`config.mk`:
```
export PLATFORM = sky130hd
export DESIGN_NAME = transition_detector
export DESIGN_NICKNAME = d
export VERILOG_FILES = /design/src/rtl/transition_detector.sv
export SDC_FILE = /design/constraint.sdc
export NUM_CORES = 2
export LEC_CHECK = 0
export BUFFER_PORTS_ARGS = -buffer_cell sky130_fd_sc_hd__clkbuf_2
export CAP_MARGIN = 10
export CORE_AREA = 2 2 925 559
export DETAILED_ROUTE_END_ITERATION = 10
export DIE_AREA = 0 0 927 561
export GPL_TIMING_DRIVEN = 0
export MAX_ROUTING_LAYER = met4
export PLACE_DENSITY = 0.52
export SLEW_MARGIN = 20
export SYNTH_ARGS = -nofsm -noshare
export SYNTH_HDL_FRONTEND = slang
export SYNTH_MEMORY_MAX_BITS = 65536
export SYNTH_SLANG_ARGS = --single-unit
export TNS_END_PERCENT = 5
```
`constraint.sdc`:
```
create_clock -name clk -period 6.3 [get_ports clk]
set_clock_uncertainty 0.2 [all_clocks]
set_input_delay 1.26 -clock clk [delete_from_list [all_inputs] [get_ports clk]]
set_output_delay 1.26 -clock clk [all_outputs]
set_load 0.02 [all_outputs]
```
`src/rtl/transition_detector.sv`:
```
module transition_detector #(
  parameter int W     = 16,
  parameter int SPC   = 24,
  parameter int NLOOP = 3
) (
  input  logic               clk,
  input  logic               rst_n,
  input  logic               healthy,
  input  logic               smp_valid,
  input  logic [NLOOP*W-1:0] v_smp,
  input  logic [NLOOP*W-1:0] i_smp,
  input  logic [W-1:0]       v_thr,
  input  logic [W-1:0]       i_thr,
  output logic               start,
  output logic               confirmed,
  output logic               window
);
  localparam int DEPTH = 2 * SPC;
  localparam int DW    = W + 3;
  localparam int FW    = $clog2(DEPTH + 1);

  function automatic logic [DW-1:0] abs_delta(input logic [W-1:0] g, input logic [W-1:0] g1,
                                              input logic [W-1:0] g2);
    logic signed [DW-1:0] d;
    d = $signed({{3{g[W-1]}}, g}) - ($signed({{3{g1[W-1]}}, g1}) <<< 1)
        + $signed({{3{g2[W-1]}}, g2});
    return d[DW-1] ? DW'(-d) : DW'(d);
  endfunction

  logic [NLOOP-1:0] vex, iex;
  logic [1:0]       cnt [NLOOP];
  logic [FW-1:0]    fill, wc;
  logic             st, cf;

  wire armed   = (fill == FW'(DEPTH));
  wire closing = (wc == FW'(1));

  for (genvar l = 0; l < NLOOP; l++) begin : g_loop
    logic [W-1:0] vd [DEPTH];
    logic [W-1:0] id [DEPTH];

    always_ff @(posedge clk) begin
      if (smp_valid) begin
        vd[0] <= v_smp[l*W +: W];
        id[0] <= i_smp[l*W +: W];
        for (int k = 1; k < DEPTH; k++) begin
          vd[k] <= vd[k-1];
          id[k] <= id[k-1];
        end
      end
    end

    assign vex[l] = abs_delta(v_smp[l*W +: W], vd[SPC-1], vd[DEPTH-1]) > {3'b000, v_thr};
    assign iex[l] = abs_delta(i_smp[l*W +: W], id[SPC-1], id[DEPTH-1]) > {3'b000, i_thr};
  end

  logic [NLOOP-1:0] hit3;
  always_comb
    for (int l = 0; l < NLOOP; l++) hit3[l] = vex[l] & iex[l] & (cnt[l] >= 2'd2);

  always_ff @(posedge clk or negedge rst_n) begin
    if (!rst_n) begin
      for (int l = 0; l < NLOOP; l++) cnt[l] <= '0;
    end else begin
      for (int l = 0; l < NLOOP; l++) begin
        if (!healthy) cnt[l] <= '0;
        else if (smp_valid) begin
          if (!armed || closing || !(vex[l] & iex[l])) cnt[l] <= '0;
          else if (cnt[l] != 2'd3) cnt[l] <= cnt[l] + 2'd1;
        end
      end
    end
  end

  always_ff @(posedge clk or negedge rst_n) begin
    if (!rst_n) begin
      fill <= '0;
      wc   <= '0;
      st   <= 1'b0;
      cf   <= 1'b0;
    end else if (!healthy) begin
      fill <= '0;
      wc   <= '0;
      st   <= 1'b0;
      cf   <= 1'b0;
    end else if (smp_valid) begin
      if (!armed) fill <= fill + FW'(1);
      if (wc != '0) begin
        if (closing) begin
          wc <= '0;
          st <= 1'b0;
          cf <= 1'b0;
        end else begin
          wc <= wc - FW'(1);
          if (|hit3) cf <= 1'b1;
        end
      end else if (armed && |(vex | iex)) begin
        st <= 1'b1;
        wc <= FW'(DEPTH);
      end
    end
  end

  assign start     = st;
  assign confirmed = cf;
  assign window    = (wc != '0);
endmodule

```
==> flow_summary.json <==
{
  "synth_top_cell_area_share_pct": 90.45,
  "post_route_cells_drive_above_1_share_pct": 13.41,
  "arrival_ns": 6.97,
  "antenna_found_initial": 56,
  "asyncSetResetFlopFracSynth_pct": 0.4322,
  "dieWidth_um": 927,
  "power_frac_seq_pct": 54.2,
  "power.switching_fraction_pct": 22.38,
  "switching_power_mw": 15.01,
  "die_h_um": 561,
  "max_freq_ghz": 0.1592,
  "initial_utilization_pct": 29.89,
  "detailed_place.area_um2": 163800,
  "synth.avg_cell_area_um2": 23.07,
  "crit_buf_inv": 4,
  "power.internal_mw": 52.08,
  "setup_violations_final": 0,
  "crit_family": "simple AND/OR/NAND/NOR gates",
  "max_slew.worst_pin.slew_ns": 0.8198,
  "finish.utilization_pct": 34.91,
  "synthesis.instances": 6632,
  "power.share.combinational_pct": 8.1,
  "placeableCoreArea_um2": 511800,
  "num_rows": 204,
  "tritoncts": "done",
  "grt_setup_unrepaired": "true",
  "grt_use_total_pct": 8.911,
  "synthesis.area_um2": 153000,
  "drc": 0,
  "dp.final_hpwl_um": 137800,
  "clock_tree.buffer_depth": 4,
  "h-tree-depth": 5,
  "power.share.clock_pct": 37.7,
  "yosysTopAreaCell": "sky130_fd_sc_hd__edfxtp_1",
  "routedWlPerCell_um": 16.37,
  "routabilityCongestion": 0.7999,
  "clk_pin_slew_worst_paths_ns": 0.06,
  "fin_crit_sh_pct": 99.72,
  "cap_violations": 0,
  "final_period_minus_worst_setup_slack_ns": 6.283,
  "mostFrequentLayoutCells": "sky130_fd_sc_hd__edfxtp_1 (4608), sky130_fd_sc_hd__inv_1 (434), sky130_fd_sc_hd__clkbuf_16 (429)",
  "synth-seq-cells": 4628,
  "synth_enable_flop_cells": 4608,
  "layout_area_growth_over_synthesis_pct": 16.80,
  "num_vias": 59540,
  "grt_pass1_vias": 57767,
  "postSynth.topFlopCell": "sky130_fd_sc_hd__edfxtp_1",
  "min-delay-path-class": "register to register",
  "warnings_from_yosys": 0,
  "post_synth_main_area_contributors": "sky130_fd_sc_hd__edfxtp_1 (90%), sky130_fd_sc_hd__ha_1 (1.8%), sky130_fd_sc_hd__fa_1 (1.3%)",
  "wl_um": 236300,
  "slew_violations": 0,
  "final_net_count": 7731,
  "tritoncts.num_buffers": 425,
  "seq_area_frac_synth_pct": 90.78,
  "worst_ep_required_time_ns": 6.99,
  "synth_cell_types": 90,
  "clock_sinks": 4628,
  "antenna_violating_nets_post_route": 0,
  "leakagePower_nw": 61.10,
  "criticalPathCategory": "input pin to register",
  "outcome": "completed",
  "endpoint_kind": "register",
  "die-area_um2": 520000,
  "setup.worst_path.start_class": "input pin",
  "cpPeakStageDelay_ns": 0.59,
  "number_of_input_and_output_port_buffers_inserted": 134,
  "maximum_number_of_pins_on_one_net_before_global_route_repair": 107,
  "vdd_ir_drop_max_v": 0.0002494,
  "slew_headroom_pct": 44.63,
  "postSynthNetCount": 7080,
  "clock_latency_ns": 0.95,
  "timing.setup.tns_ns": 0,
  "power.density_nw_per_um2": 375.5,
  "final_cell_area_um2": 178700,
  "cts_root_buffer": "sky130_fd_sc_hd__clkbuf_16",
  "report.final.hold_viol_count": 0,
  "detail_route.iter0.violations": 5920,
  "worst-path-max-fanout": 7,
  "global_route.overflow_total": 0,
  "drt_first_pass_iters": 6,
  "viasPerCell": 4.124,
  "first_pass_grt_wire_length_um": 353400,
  "layout.cells.most_common": "sky130_fd_sc_hd__edfxtp_1",
  "critical-path-slowest-cell": "sky130_fd_sc_hd__fa_1",
  "io_pins": 135
}
path summary, 6_finish.rpt:
path,startpoint,end,slack [ns],cells after the start
hold reg to reg,g_loop[1].vd[37][5]$_DFFE_PP_,g_loop[1].vd[38][5]$_DFFE_PP_,0.18,0
min in group asynchronous,rst_n,confirmed$_DFFE_PN0P_,0.69,2
setup reg to reg,g_loop[1].vd[23][1]$_DFFE_PP_,start$_DFFE_PN0P_,0.18,22
hold / removal,g_loop[1].vd[37][5]$_DFFE_PP_,g_loop[1].vd[38][5]$_DFFE_PP_,0.18,0
max in group asynchronous,rst_n,fill[4]$_DFFE_PN0P_,4.81,2
setup / recovery,v_smp[22],start$_DFFE_PN0P_,0.02,25
metal layers:
layer / track usage, % / vias to the layer above / share of wire, %
li1: - / 27281 / -
met1: 13.84 / 30501 / 52
met2: 11.41 / 1252 / 40
met3: 2.046 / 506 / 5.5
met4: 2.747 / 0 / 2.8
met5: - / - / 0
logic make-up after synthesis:
logic type	Yosys count	share of synthesized area [%]
flip-flops	4628	90.78
AND/OR/NAND/NOR	543	1.873
AO/OA/AOI/OAI	516	2.252
buffers and inverters	479	1.177
adder cells (fa/ha/maj)	316	3.056
XOR/XNOR	147	0.8416
multiplexers	3	0.01963
through the flow:
step	total power [mW]	instances	worst slack, ns	hold slack [ns]
final	67.09	14438	0.01747	0.1758
after global routing	70.10	14433	-0.1495	0.1847
after CTS	67.93	14402	0.01449	0.1372
after detailed placement	41.99	13617	-1.757	0.2045
after global placement	43.81	13564	-75.55	0.2001
after floorplan	39.84	6632	-0.07769	0.2003
worst register-to-register path: cells and delay by family (launching register included):
kind | cells | cell delay, ns
buffers and inverters | 2 | 0.21
flip-flops | 1 | 0.47
AND/OR/NAND/NOR | 9 | 2.16
adder cells (fa/ha/maj) | 3 | 1.11
AO/OA/AOI/OAI | 7 | 1.83
XOR/XNOR | 1 | 0.08
synth_stat cells (6+ instances only):
cell type,count
sky130_fd_sc_hd__nor3_1,35
sky130_fd_sc_hd__a31oi_1,22
sky130_fd_sc_hd__dfrtp_1,20
sky130_fd_sc_hd__ha_1,220
sky130_fd_sc_hd__o31ai_1,20
sky130_fd_sc_hd__xnor2_1,96
sky130_fd_sc_hd__nand4_1,33
sky130_fd_sc_hd__or3_1,18
sky130_fd_sc_hd__nand2b_1,37
sky130_fd_sc_hd__nor2b_1,29
sky130_fd_sc_hd__nor4_1,21
sky130_fd_sc_hd__a21oi_1,139
sky130_fd_sc_hd__o21a_1,26
sky130_fd_sc_hd__xor2_1,51
sky130_fd_sc_hd__and3_1,14
sky130_fd_sc_hd__edfxtp_1,4608
sky130_fd_sc_hd__nor2_1,112
sky130_fd_sc_hd__a211o_1,6
sky130_fd_sc_hd__or2_2,13
sky130_fd_sc_hd__clkbuf_1,26
sky130_fd_sc_hd__o2111ai_1,10
sky130_fd_sc_hd__fa_1,96
sky130_fd_sc_hd__nor3b_1,11
sky130_fd_sc_hd__a221oi_1,6
sky130_fd_sc_hd__o22ai_1,9
sky130_fd_sc_hd__o21ai_1,7
sky130_fd_sc_hd__o211ai_1,27
sky130_fd_sc_hd__a211oi_1,17
sky130_fd_sc_hd__nand3_1,42
sky130_fd_sc_hd__nand2_1,122
sky130_fd_sc_hd__a2111oi_0,7
sky130_fd_sc_hd__inv_1,449
sky130_fd_sc_hd__and2_1,16
sky130_fd_sc_hd__or4_1,6
sky130_fd_sc_hd__o211a_1,10
sky130_fd_sc_hd__o21ai_0,91
sky130_fd_sc_hd__a21o_1,43
state kept, by name, summed over array words and instances (netlist names):
register and flops:
start 1, cnt 6, g_loop.vd 2304, wc 6, fill 6, g_loop.id 2304
confirmed 1
repair_timing:
item,4_1_cts,5_1_grt
resized for setup,68,119
pin swaps,26,69
hold endpoints to repair,20,0
endpoints found under the setup margin,12,12
buffers inserted,16,29
hold buffers,1,0
area by class of cell:
cell class | instances | area (um^2)
fill | 46872 | 333100
sequential | 4628 | 138900
multi-input combinational | 1525 | 13140
clock buffer | 501 | 11010
tap | 6798 | 8506
clock inverter | 271 | 2739
timing repair buffer | 233 | 2530
inverter | 449 | 1715
buffer | 21 | 137.6
antenna | 12 | 30.03
power by group through the flow:
stage                     Clock [mW]  Combinational [mW]  Sequential [mW]
final                           25.3                5.46             36.3
after global routing            27.6                6.04             36.5
after CTS                       26.4                5.17             36.4
after detailed placement           0                5.00             37.0
after global placement             0                3.83             40.0
after floorplan                    0                3.07             36.8
Power figures use the tool's default switching activity.
